[config.mk]
export PLATFORM = sky130hd
export DESIGN_NAME = sysclk_gen
export DESIGN_NICKNAME = d
export VERILOG_FILES = /design/src/rtl/sysclk_pkg.sv /design/src/rtl/sysclk_prescale.sv /design/src/rtl/sysclk_divider.sv /design/src/rtl/sysclk_strobe.sv /design/src/rtl/sysclk_gen.sv
export SDC_FILE = /design/constraint.sdc
export NUM_CORES = 1
export LEC_CHECK = 0
export BUFFER_PORTS_ARGS = -buffer_cell sky130_fd_sc_hd__buf_2
export CORE_AREA = 2 2 39 41
export CTS_BUF_LIST = sky130_fd_sc_hd__clkbuf_2
export CTS_CLUSTER_DIAMETER = 50
export DETAILED_ROUTE_END_ITERATION = 12
export DIE_AREA = 0 0 41 43
export PLACE_DENSITY = 0.53
export SYNTH_ARGS = -nofsm -noshare
export SYNTH_HDL_FRONTEND = slang
export SYNTH_HIERARCHICAL = 1
export SYNTH_SLANG_ARGS = --single-unit
[constraint.sdc]
create_clock -name clk -period 2.1 [get_ports clk]
set_clock_uncertainty 0.05 [all_clocks]
set_input_delay 0.315 -clock clk [delete_from_list [all_inputs] [get_ports clk]]
set_output_delay 0.315 -clock clk [all_outputs]
set_load 0.05 [all_outputs]
[src/rtl/sysclk_pkg.sv]
`timescale 1ns/1ps
package sysclk_pkg;
  typedef enum logic {
    RATE_SLOW = 1'b0,
    RATE_FAST = 1'b1
  } rate_e;
endpackage

[src/rtl/sysclk_prescale.sv]
`timescale 1ns/1ps
// Halves the master clock into a one-cycle enable every second cycle.
module sysclk_prescale (
  input  logic clk,
  input  logic rst,
  output logic half_tick
);
  always_ff @(posedge clk) begin
    if (rst) half_tick <= 1'b0;
    else     half_tick <= ~half_tick;
  end
endmodule

[src/rtl/sysclk_divider.sv]
`timescale 1ns/1ps
// Divide-by-2**DIV_BITS counter; rate choice latched only at wrap.
module sysclk_divider import sysclk_pkg::*; #(
  parameter int DIV_BITS = 3
) (
  input  logic clk,
  input  logic rst,
  input  logic half_tick,
  input  logic rate_sel,
  output logic phi0
);
  localparam int MSB = DIV_BITS - 1;

  logic [MSB:0] cnt;
  logic         fast_q;
  logic         advance;
  logic         at_top;

  assign advance = fast_q | half_tick;
  assign at_top  = &cnt;

  always_ff @(posedge clk) begin
    if (rst) begin
      cnt    <= '0;
      fast_q <= (rate_e'(rate_sel) == RATE_FAST);
    end else if (advance) begin
      cnt <= cnt + 1'b1;
      if (at_top) fast_q <= (rate_e'(rate_sel) == RATE_FAST);
    end
  end

  assign phi0 = cnt[MSB];
endmodule

[src/rtl/sysclk_strobe.sv]
`timescale 1ns/1ps
// Re-times phi0 into phi2 and forms an edge strobe via a delay chain.
module sysclk_strobe #(
  parameter int STAGES = 3
) (
  input  logic clk,
  input  logic rst,
  input  logic phi0,
  output logic phi2,
  output logic strobe
);
  logic [STAGES-1:0] dly;

  always_ff @(posedge clk) begin
    if (rst) begin
      phi2   <= 1'b0;
      dly[0] <= 1'b0;
      strobe <= 1'b0;
    end else begin
      phi2   <= phi0;
      dly[0] <= phi2;
      strobe <= phi2 ^ dly[STAGES-1];
    end
  end

  for (genvar i = 1; i < STAGES; i++) begin : g_chain
    always_ff @(posedge clk) begin
      if (rst) dly[i] <= 1'b0;
      else     dly[i] <= dly[i-1];
    end
  end
endmodule

[src/rtl/sysclk_gen.sv]
`timescale 1ns/1ps
module sysclk_gen #(
  parameter int DIV_BITS      = 3,
  parameter int STROBE_STAGES = 3
) (
  input  logic clk,
  input  logic rst,
  input  logic rate_sel,
  output logic mclk_o,
  output logic phi0,
  output logic phi2,
  output logic cas_strobe
);
  logic half_tick;

  assign mclk_o = clk;

  sysclk_prescale u_pre (
    .clk       (clk),
    .rst       (rst),
    .half_tick (half_tick)
  );

  sysclk_divider #(.DIV_BITS(DIV_BITS)) u_div (
    .clk       (clk),
    .rst       (rst),
    .half_tick (half_tick),
    .rate_sel  (rate_sel),
    .phi0      (phi0)
  );

  sysclk_strobe #(.STAGES(STROBE_STAGES)) u_stb (
    .clk    (clk),
    .rst    (rst),
    .phi0   (phi0),
    .phi2   (phi2),
    .strobe (cas_strobe)
  );
endmodule

-- Word-level counts from Yosys, hierarchy flattened
Cells that the tools add are included.
- bits in registers: 10
- bits of input ports: 3
- output and inout port bits: 4
- word-level logic and storage cells: 19
- add/sub/neg operators: 1
- multiplexer cells: 3
- bitwise logic cells: 3
- reductions and logical operators: 4
- operators with widths (cell ; count):
    $reduce_bool A2 Y1 ; 2
    $add A3 B1 Y3 const B ; 1
    $mux W1 ; 3
    $reduce_and A3 Y1 ; 1
    $reduce_and A2 Y1 ; 1
    $not A1 Y1 ; 1
    $or A1 B1 Y1 ; 1
    $xor A1 B1 Y1 ; 1

-- Longest topological paths before layout
Gate-level depths: netlist of run 1.
- word-level depth: 4
- depth in mapped cells: 4

-- Modules after synthesis
The synthesis of run 1 kept the hierarchy.
- by module, submodules not included (module ; times used ; cells an instance ; area each (µm²)):
    sysclk_divider ; 1 ; 17 ; 181.4
    sysclk_strobe ; 1 ; 11 ; 140.1
    sysclk_prescale ; 1 ; 2 ; 23.8
    sysclk_gen ; 1 ; 1 ; 7.5

==> results of run 1 <==
cells by family after synthesis:
| kind of cell | Yosys count | share of synthesized area |
|---|---|---|
| and+or+nand+nor | 11 | 0.1951 |
| DFF | 10 | 0.5957 |
| buffers and inverters | 1 | 0.02128 |
| adders and majority gates | 2 | 0.07091 |
| xor gates and xnor gates | 1 | 0.02483 |
| AOI/OAI and AO/OA | 6 | 0.09220 |
state kept, by name, indices dropped and copies added (netlist names):
| register | cells |
|---|---|
| u_div/fast_q | 1 |
| u_stb/strobe | 1 |
| u_stb/dly | 3 |
| u_div/cnt | 3 |
| u_stb/phi2 | 1 |
| u_pre/half_tick | 1 |
cell type report:
class | instances | area (µm²) | share of cell area
clock buffer | 7 | 35.03 | 0.08163
clock inverter | 1 | 3.754 | 0.008746
multi-input combinational | 20 | 135.1 | 0.3149
sequential | 10 | 210.2 | 0.4898
tap | 16 | 20.02 | 0.04665
timing repair buffer | 5 | 25.02 | 0.05831
cell usage in the layout (no fill, tap or decap), types with 2 or more instances in the layout:
cell / synthesis / layout
buf_2: 0 / 6
ha_1: 2 / 2
nor2b_1: 3 / 3
nor2_1: 2 / 2
dfxtp_1: 9 / 9
a21oi_1: 2 / 2
or3b_1: 2 / 2
nor3_1: 2 / 2
o21ai_0: 3 / 3
clkbuf_2: 0 / 6
worst paths after layout:
kind | depth (start not counted) | startpoint | endpoint | slack (ns)
min reg2reg | 1 | u_stb/dly[0]$_SDFF_PP0_ | u_stb/dly[1]$_SDFF_PP0_ | 0.39
max reg2reg | 4 | u_div/cnt[0]$_SDFFE_PP0P_ | u_div/fast_q$_DFFE_PP_ | 0.94
max | 3 | clk | mclk_o | 0.32
min | 1 | rate_sel | u_div/fast_q$_DFFE_PP_ | 0.13
where the power goes:
group          switching, mW  leakage (nW)  internal (mW)  total (mW)
registers            0.00781        0.0832          0.201       0.209
clock network          0.154        0.0304         0.0928       0.247
logic                 0.0146        0.0745         0.0105      0.0251
total                  0.176         0.188          0.305       0.481
per-layer routing:
| layer | wire length, µm | GRT usage | share of wire |
|---|---|---|---|
| met5 | 0 | 0 | 0 |
| met3 | 39 | 0.09424 | 0.068 |
| met2 | 263 | 0.1000 | 0.46 |
| met4 | 0 | 0.08667 | 0 |
| met1 | 275 | 0.08170 | 0.48 |
critical path, cell delays in order:
cell and delay, ns:
clkbuf_2 0.08, clkbuf_2 0.09, buf_2 0.20
==> reports/metrics.csv, run 1 <==
stage,metric,value,unit
run_status,result_of_the_run,completed,
critical_path,critPathRequiredTime,1.74,ns
route,drt_drc_violations_left,0,
clocking,cts_tree,done,
yosys,synth.net_count,36,
timing,worst_slack,0.3199,ns
yosys,postSynth.asyncResetShare,0,
clocking,clk_latency,0.32,ns
clocking,clk_pin_slew,0.10,ns
critical_path,critical_path_class,clock port to primary output,
placement,place_worst_setup_slack,0.4968,ns
route,drt_wl_total,577,µm
yosys,postSynthRegisterBits,10,
yosys,ys_top_cells_by_area,"dfxtp_1 51%, edfxtp_1 8.5%, ha_1 7.1%",
yosys,yosysWarnings,6,
critical_path,worstSetupEndpointType,primary output,
timing,fin_setup_tns,0,ns
yosys,post_synth_inst_count,31,
power,pwr_density_cell,1120,nW/µm²
power,ir_worst_vdd,0.3693,mV
route,dr.pass1.iters,4,
global_route,grt_max_degree,11,
route,drt.antenna.violating_nets,0,
timing,rsz0062_at_grt,false,
route,vias,245,
yosys,post-synth-top-count-cell,dfxtp_1,
timing,max_slew_margin,0.8359,
yosys,synthDominantCellAreaShare,0.5106,
layout,utilization_after_layout,0.3101,
timing,drv_slew,0,
critical_path,critical_path_arrival,1.42,ns
yosys,synth_enable_flop_cells,1,
timing,finalSetupViolCount,0,
flow_run,maxCapViolations,0,
floorplan,count_of_boundary_i_o_pins,7,
global_route,gr-total-overflow,0,
timing,finalHoldViolCount,0,
power,report.power.total,0.4808,mW
floorplan,die_h,43,µm
floorplan,die-width,41,µm
placement,place.gp.congestion,0.6858,
power,power.static_leakage,0.1881,nW
layout,design_area,429.2,µm²
timing,fin_worst_hold_slack,0.1250,ns
global_route,grt_pass1_wl,869,µm
critical_path,critical_path_peak_fanout,2,
yosys,synthesis.area,352.8,µm²
global_route,globalRouteTotalUtil,0.08880,
route,initial_detailed_routing_violation_count,2,
yosys,synth_area_leader_cell,dfxtp_1,
layout,design.final.nets,49,
placement,hpwl,368,µm
layout,antenna_cells_inserted,0,
placement,place_inst,52,
layout,num-fill-cells,148,
global_route,number_of_global_route_vias_before_repair,222,
worst_hold_path,min_path_type,primary input to flop,
global_route,grt_antenna_before_repair,0,
layout,drive_gt1_frac,0.3023,
placement,port-buffer-count,6,
route,vias_per_cell,4.153,
yosys,synth_cell_type_count,14,
timing,worst_pin_slew,0.2479,ns
floorplan,floorplan.die_area,1763,µm²
clocking,cts.repair.resized,0,
floorplan,initial_core_utilization,0.2550,
yosys,synthFlopType,dfxtp_1,
yosys,netlist_top_cells_count,"9 x dfxtp_1, 3 x nor2b_1, 3 x o21ai_0",
clocking,cts.repair_timing.setup_buffer_count,0,
route,avgRoutedWirePerCell,9.780,µm
yosys,syn_avg_cell_area,11.38,µm²
layout,fin_cells,59,
layout,area_growth,21.63,%
clocking,holdBufCountCts,0,
placement,placed_cell_area,395.4,µm²
yosys,synth.yosys.seq_area_share,0.5957,
floorplan,placeableCoreArea,1384,µm²
floorplan,std_cell_rows,14,
critical_path,cp-start-kind,clock port,
(Power assumes the default switching activity.)
==> inputs of run 2 (changes only) <==
Settings changed: PLACE_DENSITY 0.53 to 0.55.
Clock period 2.1 ns to 1.6 ns, I/O delays scaled along.
==> reports/metrics.csv, run 2 (same netlist as run 1, synthesis figures left out) <==
stage,metric,value,unit,change
run_status,result_of_the_run,completed,,
critical_path,critical_path_arrival,1.17,ns,-0.25 ns
power,pwr_density_cell,1457,nW/µm²,+30%
power,power.static_leakage,0.1923,nW,+2.2%
floorplan,placeableCoreArea,1384,µm²,unchanged
global_route,grt_pass1_wl,903,µm,+3.9%
power,ir_worst_vdd,0.5655,mV,+53%
route,avgRoutedWirePerCell,9.650,µm,-1.3%
placement,port-buffer-count,6,,unchanged
critical_path,critical_path_class,clock port to primary output,,
timing,finalSetupViolCount,0,,unchanged
critical_path,delay_of_the_slowest_cell_on_the_worst_path,0.20,ns,about the same
timing,worst_slack,0.1404,ns,-0.1795 ns
clocking,cts_tree,done,,
floorplan,initial_core_utilization,0.2550,,unchanged
global_route,gr-total-overflow,0,,unchanged
global_route,grt_max_degree,11,,unchanged
flow_run,maxCapViolations,0,,unchanged
critical_path,critPathRequiredTime,1.31,ns,-0.43 ns
critical_path,crit_start,clk,,
worst_hold_path,min_path_type,primary input to flop,,
layout,design_area,439.2,µm²,+2.3%
route,vias,252,,+2.9%
floorplan,count_of_boundary_i_o_pins,7,,unchanged
clocking,holdBufCountCts,0,,unchanged
floorplan,die_h,43,µm,unchanged
floorplan,die-width,41,µm,unchanged
timing,drv_slew,0,,unchanged
critical_path,crit_path_top_delay_cell,buf_2,,
layout,antenna_cells_inserted,0,,unchanged
critical_path,critical_path_peak_fanout,2,,unchanged
clocking,cts.repair_timing.setup_buffer_count,0,,unchanged
placement,hpwl,351.4,µm,-4.5%
floorplan,floorplan.die_area,1763,µm²,unchanged
route,vias_per_cell,4.200,,+1.1%
layout,utilization_after_layout,0.3174,,+0.007233
critical_path,worstSetupEndpointType,primary output,,
layout,reg.largest.list,"u_div/cnt: 3 flops, u_stb/dly: 3 flops",,
layout,design.final.nets,50,,+2.0%
route,initial_detailed_routing_violation_count,4,,+2
critical_path,cp.buffers_inverters,3,,unchanged
placement,place_worst_setup_slack,0.3218,ns,-0.1750 ns
critical_path,setup.reg_to_reg.worst_slack,0.45,ns,-0.49 ns
layout,layout.cells.most_common_list,"9 x dfxtp_1, 6 x clkbuf_2, 6 x buf_2",,
timing,rsz0062_at_grt,false,,
worst_hold_path,worst_min_delay_path_startpoint,rst,,
layout,drive_gt1_frac,0.2955,,-0.006871
floorplan,std_cell_rows,14,,unchanged
route,dr.pass1.iters,3,,-1
clocking,clk_latency,0.33,ns,about the same
timing,fin_setup_tns,0,ns,unchanged
timing,max_slew_margin,0.8333,,-0.002600
route,drt_drc_violations_left,0,,unchanged
layout,num-fill-cells,143,,-3.4%
layout,area_growth,24.47,%,
critical_path,cp-start-kind,clock port,,
placement,place.gp.congestion,0.5950,,-13%
route,drt.antenna.violating_nets,0,,unchanged
global_route,globalRouteTotalUtil,0.09514,,+0.006343
global_route,number_of_global_route_vias_before_repair,228,,+2.7%
critical_path,cp_cell_sequence,clkbuf_2 -> clkbuf_2 -> buf_2,,
route,drt_wl_total,579,µm,+0.35%
critical_path,most_common_cell_on_crit_path,clkbuf_2,,
timing,worst_pin_slew,0.2518,ns,+0.003928 ns
critical_path,timing.critical_path.max_delay_family,buffers and inverters,,
placement,placed_cell_area,395.4,µm²,unchanged
layout,final_common_cell,dfxtp_1,,
timing,finalHoldViolCount,0,,unchanged
clocking,cts.repair.resized,0,,unchanged
clocking,clk_pin_slew,0.10,ns,about the same
critical_path,launch_point_of_the_worst_reg_to_reg_path,u_div/cnt[0]$_SDFFE_PP0P_,,
global_route,grt_antenna_before_repair,0,,unchanged
==> run 2: layout make-up <==
class / instances / area (µm²) / share of cell area
flip-flops and latches: 10 / 210.2 / 0.4786
multi-input cells: 20 / 135.1 / 0.3077
clock buffers: 7 / 35.03 / 0.07977
repair buffers: 6 / 35.03 / 0.07977
well taps: 16 / 20.02 / 0.04558
clock inverters: 1 / 3.754 / 0.008547
==> run 2: where the power goes <==
part	switching (mW)	internal, mW	total (mW)
combinational	0.0189	0.0153	0.0342
clock	0.209	0.122	0.331
sequential	0.0103	0.264	0.274
==> run 2: through the flow <==
stage | std cells | power, mW | hold WS, ns
CTS | 59 | 0.6500 | 0.01188
floorplan | 31 | 0.4347 | 0.2558
global route | 60 | 0.6775 | 0.1345
finish | 60 | 0.6398 | 0.1385
global placement | 52 | 0.4321 | 0.3680
detailed placement | 52 | 0.4319 | 0.3700
==> run 2: layer usage <==
metal / routed length [µm] / GRT usage / share of wire / vias up
li1: - / - / - / 131
met1: 282 / 0.1056 / 0.49 / 107
met2: 213 / 0.06563 / 0.37 / 11
met3: 66 / 0.1309 / 0.11 / 3
met4: 16 / 0.1067 / 0.028 / 0
met5: 0 / 0 / 0 / -
==> run 2: path summary, 6_finish.rpt <==
check	end	depth (start not counted)
hold reg to reg	u_stb/dly[1]$_SDFF_PP0_	1
setup reg to reg	u_div/fast_q$_DFFE_PP_	4
setup / recovery	mclk_o	3
hold / removal	u_pre/half_tick$_SDFF_PP0_	2
==> inputs of run 3 (changes only) <==
Settings changed: PLACE_DENSITY 0.55 to unset.
==> reports/metrics.csv, run 3 (same netlist as run 1, synthesis figures left out) <==
stage,metric,value,unit,change
power,report.power.total,0.6354,mW,-0.69%
layout,antenna_cells_inserted,0,,unchanged
critical_path,critical_path_class,clock port to primary output,,
floorplan,count_of_boundary_i_o_pins,7,,unchanged
timing,rsz0062_at_grt,false,,
timing,fin_setup_tns,0,ns,unchanged
route,highest_layer,met4,,
global_route,grt_max_degree,11,,unchanged
floorplan,placeableCoreArea,1384,µm²,unchanged
critical_path,cp-start-kind,clock port,,
global_route,gr-total-overflow,0,,unchanged
clocking,clk_latency,0.33,ns,about the same
route,drt.antenna.violating_nets,0,,unchanged
route,avgRoutedWirePerCell,10.47,µm,+8.5%
floorplan,die_h,43,µm,unchanged
critical_path,critical_path_peak_fanout,2,,unchanged
clocking,cts_tree,done,,
timing,drv_slew,0,,unchanged
placement,place_inst,52,,unchanged
worst_hold_path,min_path_type,primary input to flop,,
global_route,globalRouteTotalUtil,0.1119,,+0.01675
layout,fin_cells,60,,unchanged
route,vias,273,,+8.3%
route,initial_detailed_routing_violation_count,0,,-4
timing,finalHoldViolCount,0,,unchanged
layout,area_growth,24.47,%,unchanged
run_status,result_of_the_run,completed,,
floorplan,initial_core_utilization,0.2550,,unchanged
floorplan,floorplan.die_area,1763,µm²,unchanged
clocking,clk_pin_slew,0.10,ns,about the same
layout,final_common_cell,dfxtp_1,,
placement,port-buffer-count,6,,unchanged
route,detail_route.wirelength.met1,279,µm,-1.1%
power,pwr_density_cell,1447,nW/µm²,-0.69%
critical_path,worstSetupEndpointType,primary output,,
power,ir_worst_vdd,0.8865,mV,+57%
route,drt_wl_total,628,µm,+8.5%
power,power.static_leakage,0.1923,nW,unchanged
layout,reg.largest.list,"u_div/cnt: 3 flops, u_stb/dly: 3 flops",,
placement,place.gp.congestion,0.6887,,+16%
floorplan,die-width,41,µm,unchanged
route,dr.pass1.iters,1,,-2
flow_run,maxCapViolations,0,,unchanged
placement,hpwl,414.6,µm,+18%
route,drt_drc_violations_left,0,,unchanged
route,met3_length,25,µm,-62%
timing,worst_pin_slew,0.2458,ns,-0.005940 ns
critical_path,critPathRequiredTime,1.31,ns,about the same
global_route,grt_antenna_before_repair,0,,unchanged
layout,design.final.nets,50,,unchanged
route,route.met2.wl,303,µm,+42%
route,vias_per_cell,4.550,,+8.3%
layout,layout.cells.most_common_list,"9 x dfxtp_1, 6 x clkbuf_2, 6 x buf_2",,
floorplan,std_cell_rows,14,,unchanged
timing,max_slew_margin,0.8372,,+0.003932
critical_path,critical_path_arrival,1.17,ns,about the same
clocking,cts.repair.resized,0,,unchanged
global_route,number_of_global_route_vias_before_repair,279,,+22%
timing,finalSetupViolCount,0,,unchanged
layout,drive_gt1_frac,0.2955,,unchanged
global_route,grt_pass1_wl,1.145,mm,+27%
==> run 3: stage by stage <==
stage                     instance area, µm²  worst slack, ns  hold WS (ns)    util
after CTS                              429.2           0.1239       0.02165  0.3101
after global routing                   439.2           0.1242        0.1256  0.3174
after global placement                 395.4           0.3218        0.3667  0.2857
final                                  439.2           0.1405        0.1480  0.3174
after detailed placement               395.4           0.3218        0.3783  0.2857
after floorplan                        352.8           0.2681        0.2558       -
==> run 3: final timing paths <==
path	endpoint	startpoint	cells after the start	slack, ns
max	mclk_o	clk	3	0.14
min	u_stb/dly[0]$_SDFF_PP0_	rst	2	0.15
max reg2reg	u_div/cnt[1]$_SDFFE_PP0P_	u_div/fast_q$_DFFE_PP_	2	0.47
min reg2reg	u_stb/dly[2]$_SDFF_PP0_	u_stb/dly[1]$_SDFF_PP0_	1	0.41
==> run 3: what timing repair did <==
| item | 4_1_cts | 5_1_grt |
|---|---|---|
| setup buffers | 0 | 0 |
| endpoints found under the hold margin | 0 | 1 |
| hold buffers | 0 | 1 |
==> run 3: area by class of cell <==
type | count | area (µm²)
clock inverter | 1 | 3.754
fill | 147 | 944.7
tap | 16 | 20.02
timing repair buffer | 6 | 35.03
clock buffer | 7 | 35.03
multi-input combinational | 20 | 135.1
sequential | 10 | 210.2
==> run 3: routing by layer <==
metal | track usage | vias to the layer above
met2 | 0.1406 | 8
met3 | 0.07853 | 2
li1 | - | 133
met4 | 0.1333 | 0
met5 | 0 | -
met1 | 0.1010 | 130
==> run 3: where the power goes <==
part           internal (mW)  switching [mW]
logic                 0.0154          0.0194
registers              0.264          0.0100
clock network          0.122           0.204
total                  0.402           0.234
==> run 3: critical path, cell delays in order <==
cell and delay (ns):
clkbuf_2 0.08, clkbuf_2 0.09, buf_2 0.20
